**src/rtl/ecc_regs_pkg.sv**
```systemverilog
package ecc_regs_pkg;
  localparam int unsigned IDX_ENABLE = 0;
  localparam int unsigned IDX_DELAY  = 1;
  localparam int unsigned IDX_STATUS = 2;
  localparam int unsigned IDX_VIDEO  = 3;
  localparam int unsigned IDX_FADDR0 = 4;
  localparam int unsigned IDX_FADDR1 = 5;
  localparam int unsigned IDX_DIAG   = 6;
  localparam int unsigned IDX_COUNT0 = 7;
  localparam int unsigned IDX_COUNT1 = 8;

  localparam logic [31:0] DELAY_INIT  = 32'h0000_0020;
  localparam logic [31:0] FADDR0_INIT = 32'h07C0_0000;
  localparam logic [31:0] DELAY_MASK  = 32'h7FFF_FFFF;
  localparam int unsigned MULTI_BIT   = 16;

  typedef struct packed {
    logic wrEnable;
    logic wrDelay;
    logic wrStatus;
    logic wrVideo;
    logic wrDiagWord;
    logic wrCount0;
    logic wrCount1;
    logic wrByte;
    logic capture;
    logic softClear;
  } regStrobe_t;

  function automatic logic [31:0] variantCode(input int variant);
    return 32'(variant) << 28;
  endfunction

  function automatic logic [31:0] enableWriteMask(input int variant);
    return (variant == 0) ? 32'h0000_0103 : 32'h0000_0BFF;
  endfunction

  function automatic logic [31:0] enableKeepMask(input int variant);
    return (variant == 0) ? 32'h0000_0100 : 32'hFF00_0BFC;
  endfunction
endpackage

```
**src/rtl/ecc_regs_ctrl.sv**
```systemverilog
module ecc_regs_ctrl
  import ecc_regs_pkg::*;
#(
  parameter int VARIANT = 0,
  parameter int ADDR_W  = 6,
  localparam int IDX_W  = ADDR_W - 2
) (
  input  logic              busSel,
  input  logic              busWe,
  input  logic [ADDR_W-1:0] busAddr,
  input  logic              diagSel,
  input  logic              diagWe,
  input  logic              capValid,
  input  logic              swRst,
  output logic [IDX_W-1:0]  rdIdx,
  output regStrobe_t        strobe
);
  logic wrLive;

  assign rdIdx  = busAddr[ADDR_W-1:2];
  assign wrLive = busSel && busWe && !swRst;

  always_comb begin
    strobe            = '0;
    strobe.softClear  = swRst;
    strobe.capture    = capValid && !swRst;
    strobe.wrEnable   = wrLive && (rdIdx == IDX_W'(IDX_ENABLE));
    strobe.wrDelay    = wrLive && (rdIdx == IDX_W'(IDX_DELAY));
    strobe.wrStatus   = wrLive && (rdIdx == IDX_W'(IDX_STATUS));
    strobe.wrVideo    = wrLive && (rdIdx == IDX_W'(IDX_VIDEO));
    strobe.wrDiagWord = wrLive && (rdIdx == IDX_W'(IDX_DIAG));
    strobe.wrCount0   = wrLive && (rdIdx == IDX_W'(IDX_COUNT0));
    strobe.wrCount1   = wrLive && (rdIdx == IDX_W'(IDX_COUNT1));
    strobe.wrByte     = (VARIANT == 0) && diagSel && diagWe;
  end
endmodule

```
**src/rtl/ecc_regs_dp.sv**
```systemverilog
module ecc_regs_dp
  import ecc_regs_pkg::*;
#(
  parameter int VARIANT    = 0,
  parameter int IDX_W      = 4,
  parameter int DIAG_BYTES = 4,
  localparam int DIAG_AW   = $clog2(DIAG_BYTES)
) (
  input  logic               clk,
  input  logic               porN,
  input  regStrobe_t         strobe,
  input  logic [IDX_W-1:0]   rdIdx,
  input  logic [31:0]        wdata,
  input  logic [DIAG_AW-1:0] diagAddr,
  input  logic [7:0]         diagWdata,
  input  logic [31:0]        capStatus,
  input  logic [31:0]        capAddr0,
  input  logic [31:0]        capAddr1,
  output logic [31:0]        busRdata,
  output logic [7:0]         diagRdata,
  output logic               irqOut
);
  localparam logic [31:0] CODE = variantCode(VARIANT);
  localparam logic [31:0] WMSK = enableWriteMask(VARIANT);
  localparam logic [31:0] KEEP = enableKeepMask(VARIANT);

  logic [31:0] enableQ, delayQ, statusQ, videoQ, faddr0Q, faddr1Q;
  logic [31:0] diagWordQ, count0Q, count1Q;
  logic [31:0] enableNext, captureStatus;
  logic        raiseIrq, priorError;

  assign enableNext    = (VARIANT == 0) ? (wdata & WMSK) : (CODE | (wdata & WMSK));
  assign priorError    = |statusQ[3:0];
  assign captureStatus = capStatus | (priorError ? (32'd1 << MULTI_BIT) : 32'd0);
  assign raiseIrq      = capStatus[3] || (capStatus[0] && enableQ[1]);

  always_ff @(posedge clk or negedge porN) begin
    if (!porN) begin
      enableQ   <= CODE;
      delayQ    <= DELAY_INIT;
      statusQ   <= '0;
      videoQ    <= '0;
      faddr0Q   <= FADDR0_INIT;
      faddr1Q   <= '0;
      diagWordQ <= '0;
      count0Q   <= '0;
      count1Q   <= '0;
      irqOut    <= 1'b0;
    end else if (strobe.softClear) begin
      enableQ   <= enableQ & KEEP;
      delayQ    <= DELAY_INIT;
      statusQ   <= '0;
      videoQ    <= '0;
      faddr0Q   <= FADDR0_INIT;
      faddr1Q   <= '0;
      diagWordQ <= '0;
      count0Q   <= '0;
      count1Q   <= '0;
      irqOut    <= 1'b0;
    end else begin
      if (strobe.wrEnable)   enableQ   <= enableNext;
      if (strobe.wrDelay)    delayQ    <= wdata & DELAY_MASK;
      if (strobe.wrVideo)    videoQ    <= wdata;
      if (strobe.wrDiagWord) diagWordQ <= wdata;
      if (strobe.wrCount0)   count0Q   <= wdata;
      if (strobe.wrCount1)   count1Q   <= wdata;
      if (strobe.capture) begin
        statusQ <= captureStatus;
        faddr0Q <= capAddr0;
        faddr1Q <= capAddr1;
      end else if (strobe.wrStatus) begin
        statusQ <= wdata;
      end
      if (strobe.capture && raiseIrq) irqOut <= 1'b1;
      else if (strobe.wrStatus)       irqOut <= 1'b0;
    end
  end

  always_comb begin
    case (rdIdx)
      IDX_W'(IDX_ENABLE): busRdata = enableQ;
      IDX_W'(IDX_DELAY):  busRdata = delayQ;
      IDX_W'(IDX_STATUS): busRdata = statusQ;
      IDX_W'(IDX_VIDEO):  busRdata = videoQ;
      IDX_W'(IDX_FADDR0): busRdata = faddr0Q;
      IDX_W'(IDX_FADDR1): busRdata = faddr1Q;
      IDX_W'(IDX_DIAG):   busRdata = diagWordQ;
      IDX_W'(IDX_COUNT0): busRdata = count0Q;
      IDX_W'(IDX_COUNT1): busRdata = count1Q;
      default:            busRdata = '0;
    endcase
  end

  generate
    if (VARIANT == 0) begin : gByteWindow
      logic [7:0] byteMem [DIAG_BYTES];
      always_ff @(posedge clk or negedge porN) begin
        if (!porN) begin
          for (int i = 0; i < DIAG_BYTES; i++) byteMem[i] <= '0;
        end else if (strobe.wrByte) begin
          byteMem[diagAddr] <= diagWdata;
        end
      end
      assign diagRdata = byteMem[diagAddr];
    end else begin : gNoWindow
      logic unusedDiag;
      assign unusedDiag = ^{diagAddr, diagWdata, strobe.wrByte};
      assign diagRdata  = '0;
    end
  endgenerate
endmodule

```
**src/rtl/ecc_ctl_regs.sv**
```systemverilog
module ecc_ctl_regs
  import ecc_regs_pkg::*;
#(
  parameter int VARIANT    = 0,
  parameter int ADDR_W     = 6,
  parameter int DIAG_BYTES = 4,
  localparam int IDX_W     = ADDR_W - 2,
  localparam int DIAG_AW   = $clog2(DIAG_BYTES)
) (
  input  logic               clk,
  input  logic               porN,
  input  logic               swRst,
  input  logic               busSel,
  input  logic               busWe,
  input  logic [ADDR_W-1:0]  busAddr,
  input  logic [31:0]        busWdata,
  output logic [31:0]        busRdata,
  input  logic               diagSel,
  input  logic               diagWe,
  input  logic [DIAG_AW-1:0] diagAddr,
  input  logic [7:0]         diagWdata,
  output logic [7:0]         diagRdata,
  input  logic               capValid,
  input  logic [31:0]        capStatus,
  input  logic [31:0]        capAddr0,
  input  logic [31:0]        capAddr1,
  output logic               irqOut
);
  regStrobe_t       strobe;
  logic [IDX_W-1:0] rdIdx;

  ecc_regs_ctrl #(.VARIANT(VARIANT), .ADDR_W(ADDR_W)) uCtrl (
    .busSel(busSel), .busWe(busWe), .busAddr(busAddr),
    .diagSel(diagSel), .diagWe(diagWe), .capValid(capValid),
    .swRst(swRst), .rdIdx(rdIdx), .strobe(strobe)
  );

  ecc_regs_dp #(.VARIANT(VARIANT), .IDX_W(IDX_W), .DIAG_BYTES(DIAG_BYTES)) uDp (
    .clk(clk), .porN(porN), .strobe(strobe), .rdIdx(rdIdx),
    .wdata(busWdata), .diagAddr(diagAddr), .diagWdata(diagWdata),
    .capStatus(capStatus), .capAddr0(capAddr0), .capAddr1(capAddr1),
    .busRdata(busRdata), .diagRdata(diagRdata), .irqOut(irqOut)
  );
endmodule

```
**config.mk**
```make
export PLATFORM = sky130hd
export DESIGN_NAME = ecc_ctl_regs
export DESIGN_NICKNAME = d
export VERILOG_FILES = /design/src/rtl/ecc_regs_pkg.sv /design/src/rtl/ecc_regs_ctrl.sv /design/src/rtl/ecc_regs_dp.sv /design/src/rtl/ecc_ctl_regs.sv
export SDC_FILE = /design/constraint.sdc
export NUM_CORES = 1
export LEC_CHECK = 0
export ABC_AREA = 1
export BUFFER_PORTS_ARGS = -buffer_cell sky130_fd_sc_hd__buf_2
export CAP_MARGIN = 20
export CORE_ASPECT_RATIO = 1.2
export CORE_MARGIN = 5
export CORE_UTILIZATION = 58
export CTS_CLUSTER_DIAMETER = 200
export CTS_CLUSTER_SIZE = 25
export DETAILED_ROUTE_END_ITERATION = 6
export PLACE_DENSITY = 0.77
export SLEW_MARGIN = 15
export SYNTH_ARGS = -nofsm -noshare
export SYNTH_HDL_FRONTEND = slang
export SYNTH_SLANG_ARGS = --single-unit
```
**constraint.sdc**
```tcl
create_clock -name clk -period 1.8 [get_ports clk]
set_input_delay 0.36 -clock clk [delete_from_list [all_inputs] [get_ports clk]]
set_output_delay 0.36 -clock clk [all_outputs]
set_load 0.01 [all_outputs]
```
After elaboration in Yosys (flattened, before gate mapping):

Cells that the tools add are included.

* flip-flop bits (word level): 321
* input port bits: 152
* output and inout bits: 41
* logic and storage cells: 86

* magnitude comparators: 2
* equality and inequality tests: 8
* multiplexer cells: 30
* bitwise logic cells: 3
* reductions and logical operators: 28

Operators by type and width (count)
* two-way mux 32 bit: 19
* case mux 32 bit (9 select lines): 1
* bitwise mux 32 bit: 1
* bitwise OR 32 bit: 1
* two-way mux 8 bit: 3
* two-way mux 17 bit: 1
* binary-select mux 8 bit (select 2 bit): 1
* demux 8 bit (select 2 bit): 1
* == test 4 x 3 -> 1 bit (second input constant): 4
* logical AND 1 bit: 14
* nonzero test 2 bit: 7
* == test 4 x 2 -> 1 bit (second input constant): 2
* nonzero test 3 bit: 2
* == test 4 x 1 -> 1 bit (second input constant): 1
* == test 4 bit (second input constant): 1
* zero test 4 bit: 1
* OR reduction 4 bit: 1
* greater-or-equal comparator 3 bit (second input constant): 1
* less-than comparator 3 x 1 -> 1 bit (second input constant): 1
* two-way mux 1 bit: 3
* NOT 2 -> 3 bit: 1
* AND reduction 2 bit: 1
* zero test 1 bit: 1
* logical OR 1 bit: 1
* NOT 1 bit: 1

Depth between registers and ports, before layout:

* word-level depth: 6
* mapped depth: 9
* depth with buffers taken out: 7

By module:

From an unflattened synthesis, not the netlist that was laid out.

* cells, all modules: 1627
* area, all modules: 13457.9 um2

Modules (own cells, without submodules)
* ecc_regs_dp: times used 1, cells an instance 1591, area each 13280.2 um2, sequential area each 7289.5 um2
* ecc_regs_ctrl: times used 1, cells an instance 36, area each 177.7 um2, sequential area each 0.0 um2

Worst setup path after synthesis:

No wires, ideal clock.

* path kind: input to output
* start: in busAddr[2]
* end: out busRdata[25]
* data arrival time: 1.256 ns
* data required time: 1.440 ns
* path slack: 0.184 ns
* stages on the path: 9
* path buffers: 2
* cells stage by stage: inv_2 nand2_1 nor2_1 buf_2 buf_4 nand2_1 nand2_1 nor2_1 nand2_1

* cells in the longest elaborated chain, start to end: 2
* elaborated cells between the ends (all ways): 10
* classes of those cells: eq/ne (8); mux (1); reduce/logical (1)

Ends and longest elaborated chain
* start: declaration: RTL line ecc_ctl_regs.sv:15 `input logic [ADDR_W-1:0] busAddr,`
* == test 4 bit (tied with other cells): RTL line ecc_regs_dp.sv:80 `case (rdIdx)`
* case mux 32 bit (9 select lines) *: RTL line ecc_regs_dp.sv:80
* end: declaration: RTL line ecc_ctl_regs.sv:17 `output logic [31:0] busRdata,`

Every way passes the cells marked *; elsewhere a longest branch is shown, timed or not.

Final worst setup path:

* start: reg uDp.statusQ[3]
* end: out busRdata[3]

* cells in the longest elaborated chain, start to end: 1

Ends and longest elaborated chain
* start: declaration: RTL line ecc_regs_dp.sv:27 `logic [31:0] enableQ, delayQ, statusQ, videoQ, faddr0Q, faddr1Q;`
* start signal: assignment: RTL line ecc_regs_dp.sv:68 `statusQ <= captureStatus;`
* start signal: assignment: RTL line ecc_regs_dp.sv:72 `statusQ <= wdata;`
* case mux 32 bit (9 select lines): RTL line ecc_regs_dp.sv:80

Every way passes these cells.

==> impl_results.md <==
* Worst Skew at 0.0188 ns
* CTS tree: yes
* Crit. End Element: primary output
* CP Max Fanout at 2
* Fin crit period at 1.89 ns
* Synth Cell Area at 13800 um^2
* R2r worst-path depth at 12
* Die Area at 27000 um^2
* Synth Flop Type: dfrtp_1
* Largest net degree at the start of global routing at 59
* Ys async rst share at 1.00
* Number of global-route vias before repair at 12800
* Dpl cells at 2249
* Crit Reg-Reg Endpoint: uDp.statusQ[3]
* Area of the multi-input gates at 6090 um^2
* Die Y at 179 um
* Post-Route WL at 47300 um
* Worst hold path stage count at 2
* R2R Path Start: uDp.statusQ[3]
* Max Cap Viol at 0
* Cell Chain, Critical Path: inv_2 > o21ai_2 > nor2_2 > nand2_2 > buf_6
* Routed Antenna Nets at 0
* H-tree lvl count at 1
* Layout cell share with drive strength beyond 1 at 0.254
* Final Hold Viols at 0
* CTS buffer count at 15
* Setup crit start kind: flop
* RSZ-0062 raised after global routing: yes
* Largest area contributor in the netlist: dfrtp_1
* Fin. max-slew vios at 0
* Core box area at 23700 um^2
* Hold Startpoint: capAddr0[14]
* CP Data Required Time at 1.44 ns
* GRT overflow at 0
* Cells after synthesis at 1746
* Gr usage total at 0.327
* Clock sink count at 291
* Yosys reg bits at 291
* Routability cong. at 0.921
* Register area share after synthesis at 0.527
* Slew headroom at 0.570
* Final WS setup at -0.0947 ns
* DP HPWL at 29200 um
* Drt drc at 0
* Setup violations, final at 30
* Area share of the largest cell type after synthesis at 0.516
* Failing checks: negative setup slack
* Post-synth EDFFs at 0
* Die X-Extent at 151 um
* NumNets Final at 2153
* Crit share post-route at 1.05
* Avg Cell Area, Syn at 7.92 um^2
* Netlist cell types at 28
* Initial antenna violation count at 1
* Yosys warning count at 0
* Peak supply drop at 0.660 mV
* Clk_lat worst skew at 0.51 ns
* Peak Freq at 528 MHz
* Commonest non-fill, non-tap cell in the layout: nand2_1
* PortBufs at 190
* WHS Endpoint: uDp.faddr0Q[14]
* R2r setup slk at 0.04 ns
* Status: finished with violations
* CP peak stage delay at 0.42 ns
* Root Driver: clkbuf_16
* Cell Rows at 62
* Leakage at 9.13 nW
* Sequential cell area at 7290 um^2
* Commonest non-fill, non-tap cells in the layout: 558 x nand2_1, 284 x dfrtp_1, 187 x nand3_1
* Pwr/cell area at 729 nW/um^2
* Post-Syn Nets at 1898
* Setup CP Type: flop to primary output
* Ranking of synthesized cells by area: dfrtp_1 52%, nand2_1 16%, nand3_1 7.8%
* Number of DRC markers in iteration 0 at 2057
* Post-place setup slack at -0.160 ns
* Crit path DAT at 1.53 ns
* Area growth from synthesis to layout at 27.1%
* Starting density of the core at 0.583
* Max Root-Sink Buffers at 3
* Worst slew pin tran at 0.643 ns
* Io pins at 193
* Vias post-DR at 13800
* Min-Delay Path Class: primary input to flop
* Slowest-stage cell, CP: dfrtp_1
* DR pass1 iterations at 6
* WL/cell at 20.3 um
* Post-DR vias/cell at 5.93
* Reg clk slew, reported paths at 0.11 ns
* First-pass GRT wire length at 69300 um
* Fill count at 1777
* Final cell count without fillers at 2330
-- state kept, by name, summed over array words and instances, names as in the netlist, 32 cells and up --
signal,flops
uDp.count0Q,32
uDp.count1Q,32
uDp.diagWordQ,32
uDp.faddr0Q,32
uDp.faddr1Q,32
uDp.gByteWindow.byteMem,32
uDp.statusQ,32
uDp.videoQ,32
-- final cells by class --
cell class	instances	area share
repair buffers	341	0.162
well taps	320	0.0228
inverters	132	0.0299
flip-flops and latches	291	0.415
clock buffers	24	0.0233
diodes	1	0.000142
clock inverters	1	0.000641
multi-input cells	1220	0.346
-- layer usage --
metal / part of all wire / GRT usage / wire length (um)
met1: 0.37 / 0.460 / 17500
met2: 0.47 / 0.510 / 22000
met3: 0.12 / 0.0546 / 5520
met4: 0.048 / 0.130 / 2260
met5: 0.00027 / 0 / 13
-- per-stage QoR --
stage	area, um^2	power [W]	util	TNS (ns)	hold WS (ns)
after global placement	15800	0.00879	0.664	-2.80	0.300
after floorplan	13800	0.00798	-	0	0.0644
after global routing	17600	0.0133	0.740	-2.56	0.0642
after detailed placement	15800	0.00884	0.664	-3.39	0.300
after CTS	17000	0.0127	0.718	-0.692	0.0592
final	17600	0.0128	0.740	-1.31	0.0630
-- cells by family after synthesis --
kind of cell,share of synthesized area
AND/OR/NAND/NOR,0.279
flip-flops,0.527
AO/OA/AOI/OAI,0.123
buffers and inverters,0.0706
-- where the power goes --
| group | total, W | switching [W] | internal (W) | leakage, nW |
|---|---|---|---|---|
| logic | 0.00199 | 0.00120 | 0.000789 | 5.04 |
| registers | 0.00710 | 0.000200 | 0.00690 | 3.89 |
| clock network | 0.00372 | 0.00212 | 0.00160 | 0.202 |
-- cells in the mapped netlist (2+ instances only) --
| cell | n |
|---|---|
| a22oi_1 | 8 |
| nand3_1 | 215 |
| nor2_2 | 8 |
| inv_1 | 122 |
| o211ai_1 | 8 |
| dfstp_2 | 6 |
| o21ai_0 | 175 |
| a22o_1 | 59 |
| nand2_1 | 596 |
| dfrtp_1 | 285 |
| buf_1 | 9 |
| clkbuf_1 | 47 |
| nand2_2 | 6 |
| inv_2 | 10 |
| nor2_4 | 3 |
| nor2_1 | 105 |
| buf_4 | 9 |
| o22a_1 | 5 |
| buf_6 | 2 |
| o21ai_1 | 26 |
| buf_2 | 35 |
-- worst max path at each step --
stage,startpoint,to,slack (ns),depth (start not counted)
final,uDp.statusQ[3],busRdata[3],-0.09,5
after global routing,busAddr[5],busRdata[13],-0.12,11
after CTS,busAddr[2],busRdata[12],-0.06,11
after detailed placement,busAddr[3],busRdata[30],-0.16,11
after global placement,busAddr[4],busRdata[5],-0.14,8
after floorplan,busAddr[2],busRdata[25],0.18,9
-- timing repair --
action / 4_1_cts / 5_1_grt
gates resized for setup: 140 / 110
pin swaps: 54 / 52
setup endpoints to repair: 32 / 34
gates cloned: 7 / 9
hold buffers: 1 / 0
hold endpoints to repair: 39 / 0
setup buffers: 25 / 21
-- worst max-delay path: cells and delay by family, from the launching register on --
kind | cells | cell delay [ns]
buffers and inverters | 2 | 0.24
AOI/OAI and AO/OA | 1 | 0.08
DFF | 1 | 0.42
and+or+nand+nor | 2 | 0.29
(Power assumes the default switching activity.)
